`src/rtl/capcmp_pkg.sv`:
```
package capcmp_pkg;
  localparam int DATA_W = 32;
  localparam int ADDR_W = 4;
  localparam int NCMP   = 3;
  localparam int NCAP   = 2;
  localparam int NUM_EV = NCMP + NCAP + 1;
  localparam int EV_CAP = NCMP;
  localparam int EV_ROLL = NCMP + NCAP;

  localparam logic [ADDR_W-1:0] A_CTRL  = 4'd0;
  localparam logic [ADDR_W-1:0] A_DIV   = 4'd1;
  localparam logic [ADDR_W-1:0] A_FLAGS = 4'd2;
  localparam logic [ADDR_W-1:0] A_IEN   = 4'd3;
  localparam logic [ADDR_W-1:0] A_CMP0  = 4'd4;
  localparam logic [ADDR_W-1:0] A_CAP0  = 4'd7;
  localparam logic [ADDR_W-1:0] A_COUNT = 4'd9;

  typedef struct packed {
    logic [2:0] om3;
    logic [2:0] om2;
    logic [2:0] om1;
    logic [1:0] im2;
    logic [1:0] im1;
    logic       srst;
    logic       freerun;
    logic [2:0] src;
    logic       stop_keep;
    logic       wait_keep;
    logic       zero_on_start;
    logic       run;
  } ctrl_t;

  localparam int CTRL_W = $bits(ctrl_t);
  localparam int SRST_BIT = 8;
endpackage

```
`src/rtl/capcmp_tick.sv`:
```
module capcmp_tick #(
  parameter int DIV_W = 12
) (
  input  logic             clk,
  input  logic             rst,
  input  logic             run,
  input  logic             clear,
  input  logic [2:0]       src,
  input  logic             ref_tick,
  input  logic [DIV_W-1:0] div,
  output logic             adv
);
  logic             base;
  logic [DIV_W-1:0] pcnt;
  logic             hit;

  always_comb begin
    case (src)
      3'd1, 3'd2, 3'd3: base = 1'b1;
      3'd4:             base = ref_tick;
      default:          base = 1'b0;
    endcase
  end

  assign hit = (pcnt >= div);
  assign adv = run & base & hit & ~clear;

  always_ff @(posedge clk) begin
    if (rst || clear) pcnt <= '0;
    else if (run && base) pcnt <= hit ? '0 : pcnt + 1'b1;
  end
endmodule

```
`src/rtl/capcmp_capture.sv`:
```
module capcmp_capture #(
  parameter int CNT_W = 32
) (
  input  logic             clk,
  input  logic             rst,
  input  logic             pin,
  input  logic [1:0]       mode,
  input  logic [CNT_W-1:0] cnt,
  output logic             hit,
  output logic [CNT_W-1:0] value
);
  logic s1, s2, prev;

  always_ff @(posedge clk) begin
    if (rst) begin
      s1 <= 1'b0; s2 <= 1'b0; prev <= 1'b0;
    end else begin
      s1 <= pin; s2 <= s1; prev <= s2;
    end
  end

  assign hit = (mode[0] & s2 & ~prev) | (mode[1] & ~s2 & prev);

  always_ff @(posedge clk) begin
    if (rst) value <= '0;
    else if (hit) value <= cnt;
  end
endmodule

```
`src/rtl/capcmp_compare.sv`:
```
module capcmp_compare (
  input  logic       clk,
  input  logic       rst,
  input  logic [2:0] mode,
  input  logic       match,
  output logic       pin
);
  always_ff @(posedge clk) begin
    if (rst) pin <= 1'b0;
    else begin
      casez (mode)
        3'b000: pin <= 1'b0;
        3'b001: if (match) pin <= ~pin;
        3'b010: if (match) pin <= 1'b0;
        3'b011: if (match) pin <= 1'b1;
        default: pin <= ~match;
      endcase
    end
  end
endmodule

```
`src/rtl/capcmp_timer.sv`:
```
module capcmp_timer
  import capcmp_pkg::*;
#(
  parameter int CNT_W    = 32,
  parameter int DIV_W    = 12,
  parameter int SRST_CYC = 4
) (
  input  logic              clk,
  input  logic              rst,
  input  logic              wr_en,
  input  logic [ADDR_W-1:0] addr,
  input  logic [DATA_W-1:0] wdata,
  output logic [DATA_W-1:0] rdata,
  input  logic              ref_tick,
  input  logic [NCAP-1:0]   cap_in,
  output logic [NCMP-1:0]   cmp_out,
  output logic              irq
);
  localparam int SR_W = $clog2(SRST_CYC + 1);

  logic [SR_W-1:0]   sr_cnt;
  logic              busy, lrst, we;
  ctrl_t             ctrl_q;
  logic [DIV_W-1:0]  div_q;
  logic [NUM_EV-1:0] flags_q, ien_q, set_vec, w1c;
  logic [CNT_W-1:0]  cnt_q, next_cnt;
  logic [CNT_W-1:0]  cmp_q [NCMP];
  logic [CNT_W-1:0]  cap_val [NCAP];
  logic [NCMP-1:0]   match;
  logic [NCAP-1:0]   cap_hit;
  logic [1:0]        cap_mode [NCAP];
  logic [2:0]        cmp_mode [NCMP];
  logic              run_d, clr_en, adv, restart, roll;
  logic [DATA_W-1:0] rd_mux;

  assign busy = (sr_cnt != '0);
  assign lrst = rst | busy;
  assign we   = wr_en & ~busy;

  always_ff @(posedge clk) begin
    if (rst) sr_cnt <= '0;
    else if (we && addr == A_CTRL && wdata[SRST_BIT]) sr_cnt <= SR_W'(SRST_CYC);
    else if (busy) sr_cnt <= sr_cnt - 1'b1;
  end

  always_ff @(posedge clk) begin
    if (lrst) begin
      ctrl_q <= '0;
      div_q  <= '0;
      ien_q  <= '0;
      run_d  <= 1'b0;
    end else begin
      run_d <= ctrl_q.run;
      if (we && addr == A_CTRL && !wdata[SRST_BIT]) begin
        ctrl_q      <= ctrl_t'(wdata[CTRL_W-1:0]);
        ctrl_q.srst <= 1'b0;
      end
      if (we && addr == A_DIV) div_q <= wdata[DIV_W-1:0];
      if (we && addr == A_IEN) ien_q <= wdata[NUM_EV-1:0];
    end
  end

  assign clr_en = ctrl_q.run & ~run_d & ctrl_q.zero_on_start;

  capcmp_tick #(.DIV_W(DIV_W)) u_tick (
    .clk(clk), .rst(lrst), .run(ctrl_q.run), .clear(clr_en),
    .src(ctrl_q.src), .ref_tick(ref_tick), .div(div_q), .adv(adv)
  );

  assign restart  = ~ctrl_q.freerun & (cnt_q == cmp_q[0]);
  assign next_cnt = restart ? '0 : cnt_q + 1'b1;
  assign roll     = adv & ~restart & (&cnt_q);

  always_ff @(posedge clk) begin
    if (lrst || clr_en) cnt_q <= '0;
    else if (adv) cnt_q <= next_cnt;
  end

  assign cap_mode[0] = ctrl_q.im1;
  assign cap_mode[1] = ctrl_q.im2;
  assign cmp_mode[0] = ctrl_q.om1;
  assign cmp_mode[1] = ctrl_q.om2;
  assign cmp_mode[2] = ctrl_q.om3;

  for (genvar i = 0; i < NCMP; i++) begin : g_cmp
    always_ff @(posedge clk) begin
      if (lrst) cmp_q[i] <= '0;
      else if (we && addr == ADDR_W'(A_CMP0 + i)) cmp_q[i] <= wdata[CNT_W-1:0];
    end
    assign match[i] = adv & (next_cnt == cmp_q[i]);
    capcmp_compare u_cmp (
      .clk(clk), .rst(lrst), .mode(cmp_mode[i]), .match(match[i]), .pin(cmp_out[i])
    );
  end

  for (genvar j = 0; j < NCAP; j++) begin : g_cap
    capcmp_capture #(.CNT_W(CNT_W)) u_cap (
      .clk(clk), .rst(lrst), .pin(cap_in[j]), .mode(cap_mode[j]),
      .cnt(cnt_q), .hit(cap_hit[j]), .value(cap_val[j])
    );
  end

  assign set_vec = {roll, cap_hit, match};
  assign w1c     = (we && addr == A_FLAGS) ? wdata[NUM_EV-1:0] : '0;

  always_ff @(posedge clk) begin
    if (lrst) flags_q <= '0;
    else flags_q <= (flags_q & ~w1c) | set_vec;
  end

  always_ff @(posedge clk) begin
    if (lrst) irq <= 1'b0;
    else irq <= |(flags_q & ien_q);
  end

  always_comb begin
    rd_mux = '0;
    case (addr)
      A_CTRL: begin
        rd_mux[CTRL_W-1:0] = ctrl_q;
        rd_mux[SRST_BIT]   = busy;
      end
      A_DIV:   rd_mux[DIV_W-1:0]  = div_q;
      A_FLAGS: rd_mux[NUM_EV-1:0] = flags_q;
      A_IEN:   rd_mux[NUM_EV-1:0] = ien_q;
      A_COUNT: rd_mux[CNT_W-1:0]  = cnt_q;
      default: begin
        for (int k = 0; k < NCMP; k++)
          if (addr == ADDR_W'(A_CMP0 + k)) rd_mux[CNT_W-1:0] = cmp_q[k];
        for (int k = 0; k < NCAP; k++)
          if (addr == ADDR_W'(A_CAP0 + k)) rd_mux[CNT_W-1:0] = cap_val[k];
      end
    endcase
  end

  always_ff @(posedge clk) begin
    if (rst) rdata <= '0;
    else rdata <= rd_mux;
  end
endmodule

```
`config.mk`:
```
export PLATFORM = sky130hd
export DESIGN_NAME = capcmp_timer
export DESIGN_NICKNAME = d
export VERILOG_FILES = /design/src/rtl/capcmp_pkg.sv /design/src/rtl/capcmp_tick.sv /design/src/rtl/capcmp_capture.sv /design/src/rtl/capcmp_compare.sv /design/src/rtl/capcmp_timer.sv
export SDC_FILE = /design/constraint.sdc
export NUM_CORES = 1
export LEC_CHECK = 0
export BUFFER_PORTS_ARGS = -buffer_cell sky130_fd_sc_hd__clkbuf_2
export CAP_MARGIN = 20
export CORE_AREA = 8 8 161 315
export DETAILED_ROUTE_END_ITERATION = 16
export DIE_AREA = 0 0 169 323
export GPL_TIMING_DRIVEN = 1
export MAX_ROUTING_LAYER = met4
export PLACE_DENSITY_LB_ADDON = 0.1
export SLEW_MARGIN = 20
export SYNTH_ARGS = -nofsm -noshare
export SYNTH_HDL_FRONTEND = slang
export SYNTH_SLANG_ARGS = --single-unit
```
`constraint.sdc`:
```
create_clock -name clk -period 5.9 [get_ports clk]
set_input_delay 0.885 -clock clk [delete_from_list [all_inputs] [get_ports clk]]
set_output_delay 0.885 -clock clk [all_outputs]
set_load 0.1 [all_outputs]
```
======== Word level (Yosys, flattened, before mapping) ========
Memory sizes are Yosys's and may differ from the RTL's.
Index checks and enable logic that the tools add are counted.
storage, ports and cells
  bits in registers ....................... 199
  bits in latches ......................... 0
  bits in writable memories ............... 96
  memory bits (read-only) ................. 0
  input bits .............................. 42
  output and inout bits ................... 36
  logic and storage cells ................. 186
  memories kept ........................... 1
memories
  memory  depth  bits a word  rd ports  clocked after memory_dff  write ports  RTL line            source
  cmp_q   3      32           3         0                         3            capcmp_timer.sv:27  logic [CNT_W-1:0] cmp_q [NCMP];
operators by class
  $add $sub $neg .......................... 3
  multipliers ............................. 0
  divide/modulo/power cells ............... 0
  order comparisons ....................... 1
  eq/ne operators ......................... 35
  shifts and indexed selects .............. 0
  mux-type cells .......................... 41
  bitwise gates (word level) .............. 45
  reductions and logical operators ........ 28
operator list
  operator                                              count
  2-to-1 mux 32 bit                                     9
  equality test 32 bit                                  4
  adder 32 x 1 -> 32 bit (second input constant)        1
  AND reduction 32 bit                                  1
  one-hot mux 10 bit (3 select lines)                   1
  one-hot mux 6 bit (5 select lines)                    1
  equality test 3 x 2 -> 1 bit (second input constant)  8
  one-hot mux 6 bit (4 select lines)                    1
  AND 1 bit                                             20
  2-to-1 mux 1 bit                                      20
  one-hot mux 10 bit (2 select lines)                   1
  != test 2 x 1 -> 1 bit (second input constant)        9
  equality test 4 x 3 -> 1 bit (second input constant)  4
  inverter 1 bit                                        15
  adder 12 x 1 -> 12 bit (second input constant)        1
  AND 6 bit                                             2
  equality test 3 x 1 -> 1 bit (second input constant)  4
  >= comparator 12 bit                                  1
  2-to-1 mux 12 bit                                     1
  one-hot mux 1 bit (4 select lines)                    3
  logical AND 1 bit                                     10
  logical NOT 3 bit                                     3
  AND reduction 3 bit                                   3
  equality test 4 x 2 -> 1 bit (second input constant)  2
  other kinds (19)                                      28

======== Depth between registers and ports, before layout ========
  depth in word-level cells ............... 9
  mapped depth ............................ 14
  gate-level depth less buffers ........... 12

======== Modules after synthesis ========
From an unflattened synthesis, not the netlist that was laid out.
second synthesis, totals
  cell total of the unflattened synthesis .. 1783
  area, all modules ....................... 16898.7 um^2
by module, submodules not included
  module          times used  cells each  area each (um^2)  sequential area each (um^2)
  capcmp_timer    1           1356        12665.9           5165.0
  capcmp_capture  2           149         1561.5            700.7
  capcmp_tick     1           111         940.9             240.2
  capcmp_compare  3           6           56.3              20.0

======== Worst setup path after synthesis ========
Ideal clock, no wire load.
  path type ............................... input to register
  start point ............................. input addr[1]
  end point ............................... memory cmp_q[2][0], enable pin
  setup time .............................. 470 ps
  arrival ................................. 4320 ps
  data required time ...................... 5430 ps
  path slack .............................. 1110 ps
  stages .................................. 4
  path buffers ............................ 2
  cells stage by stage .................... clkbuf_1 > buf_1 > nand2_1 > o31ai_1
RTL lines
  what             RTL line            source
  start, declared  capcmp_timer.sv:11  input logic [ADDR_W-1:0] addr,
  end, declared    capcmp_timer.sv:27

======== Worst setup path in the final report ========
  start point ............................. register cnt_q[1]
  end point ............................... register g_cmp[1].u_cmp.pin
between the ends
  longest elaborated chain between the ends .. 7
  elaborated cells between the ends (all ways) .. 12
  classes of those cells .................. add/sub: 1; eq/ne: 5; mux: 2; bitwise: 3; reduce/logical: 1
RTL lines
  what                                                                                 RTL line              source
  start, declared                                                                      capcmp_timer.sv:26    logic [CNT_W-1:0] cnt_q, next_cnt;
  start signal, assigned                                                               capcmp_timer.sv:76    else if (adv) cnt_q <= next_cnt;
  branches (longest 2 deep; another with adder 32 x 1 -> 32 bit)                       n/a
  2-to-1 mux 32 bit (*)                                                                capcmp_timer.sv:71    assign next_cnt = restart ? '0 : cnt_q + 1'b1;
  equality test 32 bit (*)                                                             capcmp_timer.sv:90    assign match[i] = adv & (next_cnt == cmp_q[i]);
  AND 1 bit (*)                                                                        capcmp_timer.sv:90
  != test 2 x 1 -> 1 bit (no line) or inverter 1 bit (tied branches)                   n/a
  AND reduction 3 bit (no line) or one-hot mux 1 bit (4 select lines) (tied branches)  n/a
  end signal, assigned                                                                 capcmp_compare.sv:13  3'b001: if (match) pin <= ~pin;
  end signal, assigned                                                                 capcmp_compare.sv:16  default: pin <= ~match;
  end, declared                                                                        capcmp_compare.sv:6   output logic pin
Every way passes the cells marked *.
A chain may end at the register's enable or synchronous reset.

==> impl_metrics.yaml <==
cts:
  ctsResizeCount: 0
  cts_buffer_depth: 3
  cts_buffers: 29
  path_clk_slew_ns: 0.06
  cts_setup_buffers: 0
  htreeDepth: 1
  hold_buffers: 0
  cts_root_buf: "clkbuf_16"
  cts.sink_count: 295
  cts_tree: "yes"
  clk_latency_ns: 0.59
placed_design:
  port_buffers: 77
  dpl_cell_area_sq_mm: 0.01725
  dpl.hpwl_um: 69820
  gp_congestion: 1.070
global_routing:
  gr-usage-all-layers: 0.3369
  grt_pass1_vias: 15160
  antenna_found_initial: 1
  grt_overflow_total: 0
  grt_pass1_wl_um: 123800
  grt_max_degree: 51
detailed_routing:
  via_per_inst: 6.047
  antenna_left: 0
  wl_um: 89970
  vias: 15040
  wl_per_cell_um: 36.17
  dr.pass1.iters: 8
  drc: 0
  first_iter_violations: 1352
setup_path:
  critPathRequiredTime_ns: 6.42
  slowest_stage: "a2111oi_0"
  worstSetupPathType: "reg2reg"
  crit_path_start_kind: "register"
  ff2ff_setup_slack_ns: 0.96
  r2r-start: "cnt_q[1]"
  slowest_delay_ns: 0.67
  reg2reg_depth: 11
  r2r_end: "g_cmp[1].u_cmp.pin"
  end_kind: "register"
  crit_fanout: 9
  crit_chain: "ha_1 -> and3_1 -> and3_1 -> nor3b_1 -> a2111oi_0 -> o2111ai_1 -> a2111oi_0 -> and4b_1 -> nand4_1 -> or4_1 -> nand2_1"
  arrival_ns: 5.46
synthesis:
  ys.flop_type: "dfxtp_1"
  synth-async-reset-ratio: 0
  yosys_warnings: 0
  syn_nets: 1878
  yosysUniqueCellTypes: 78
  syn_inst: 1819
  synth_edf_count: 96
  syn-cell-area_sq_mm: 0.01617
  yosysSeqAreaShare: 0.4246
  syn_avg_cell_area_sq_um: 8.890
  ys_ff_latch: 295
die:
  die_x_um: 169
  die_area_sq_mm: 0.05459
  core_sq_mm: 0.04652
  die_h_um: 323
  ios: 78
  row_count: 112
  start_util: 0.3476
pwr:
  max-vdd-ir-drop_mv: 0.2463
  power.total_uw: 6880
  powerDensity_mw_per_mm2: 377.7
  leakage_uw: 0.006370
sta:
  worst_pin_slew_ns: 1.177
  fin_setup_tns_ns: 0
  max_freq_mhz: 202.5
  finalSetupViolCount: 0
  grt_setup_unrepaired: "false"
  finalClockSkew_ns: 0.01414
  min_period_over_period: 0.8368
  hold_viol: 0
  maxSlewViolCount: 0
  fin_hold_ws_ns: 0.4283
  post-route-min-period_ns: 4.937
  slew_headroom: 0.2099
min_path:
  min_from: "g_cap[0].u_cap.s1"
  whs_path_depth: 1
  worstHoldEndpoint: "g_cap[0].u_cap.s2"
  min_path_type: "reg2reg"
cells_and_area:
  stdcell_area_sq_mm: 0.01822
  fin_nets: 1895
  multi_input_area_sq_mm: 0.008666
  post-route-util: 0.3915
  most-common-layout-cells: "nand2_1 (306), dfxtp_1 (199), a21oi_1 (172)"
  area_growth_syn_to_layout_pct: 12.64
  seq_area_sq_mm: 0.006867
  drive_above_1_share: 0.1330
  final.fill_count: 4835
  final_common_cell: "nand2_1"
outcome:
  outcome: "complete, no violations"
flow_run:
  drv_cap: 0
==> stage by stage <==
stage | worst slack (ns) | std cells
2_1_floorplan | 1.110 | 1819
3_3_place_gp | 1.110 | 2431
3_5_place_dp | 1.099 | 2431
4_1_cts | 1.083 | 2483
5_1_grt | 0.7827 | 2485
6_report | 0.9626 | 2487
==> critical path: cells and delay by family (launching register included) <==
kind / cells / cell delay (ns)
AND/OR/NAND/NOR: 7 / 1.99
AO/OA/AOI/OAI: 3 / 1.90
flip-flops: 1 / 0.57
adder cells (fa/ha/maj): 1 / 0.41
==> cell families (layout without fill, tap and decap cells) <==
family          after synthesis  after routing  synth area share
buf+inv                     180            218           0.04549
simple gates                767            767            0.2378
compound gates              437            437            0.1812
xor+xnor                     80             80           0.04928
mux                          43             43           0.04843
other cells                   0              3                 0
flops                       295            295            0.4246
fa+ha+maj                    17             17           0.01315
==> synthesized netlist by cell type (30+ instances only) <==
cell	count	area [sq um]
clkbuf_1	115	431.7
dfxtp_1	199	3984
o21ai_0	49	245.2
a21oi_1	172	860.8
a222oi_1	37	370.4
edfxtp_1	96	2883
nor2_1	115	431.7
nand2_1	306	1149
nand3_1	30	150.1
inv_1	36	135.1
xor2_1	40	350.3
xnor2_1	33	289.0
and2_1	113	706.9
==> flip-flops by register name, summed over array words and instances (netlist names), 4 cells and up <==
name               flops
u_tick.pcnt           12
cmp_q                 96
ien_q                  6
g_cap.u_cap.value     64
ctrl_q                 8
cmp_mode               9
cap_mode               4
rdata                 32
div_q                 12
flags_q                6
cnt_q                 32
==> where the power goes <==
part           internal, uW  switching [uW]  total, uW  leakage [uW]
registers              2440             730       3170       0.00268
logic                   585            1180       1770       0.00323
clock network          1080             862       1940      0.000460
total                  4100            2780       6880       0.00637
==> worst max path at each step <==
stage	cells past startpoint	end	from
2_1_floorplan	4	cmp_q[2][0]	addr[1]
3_3_place_gp	11	g_cmp[0].u_cmp.pin	cnt_q[1]
3_5_place_dp	11	g_cmp[0].u_cmp.pin	cnt_q[1]
4_1_cts	10	g_cmp[1].u_cmp.pin	cnt_q[20]
5_1_grt	11	g_cmp[0].u_cmp.pin	cnt_q[1]
6_report	11	g_cmp[1].u_cmp.pin	cnt_q[1]
==> layout make-up <==
type	count	area share
repair buffers	130	0.04437
clock buffers	41	0.04623
inverters	36	0.007418
clock inverters	11	0.005838
well taps	627	0.04307
multi-input cells	1344	0.4757
diodes	3	0.0004121
flip-flops and latches	295	0.3769
==> routing by layer <==
metal,up-vias,share of wire,wire length (um),track usage
met1,7496,0.31,27710,0.2907
li1,6648,-,-,-
met5,-,0,0,-
met2,617,0.54,48660,0.6241
met4,0,0.12,10490,0.3223
met3,278,0.035,3107,0.03260
No activity file was read; power rests on OpenSTA's default activity.
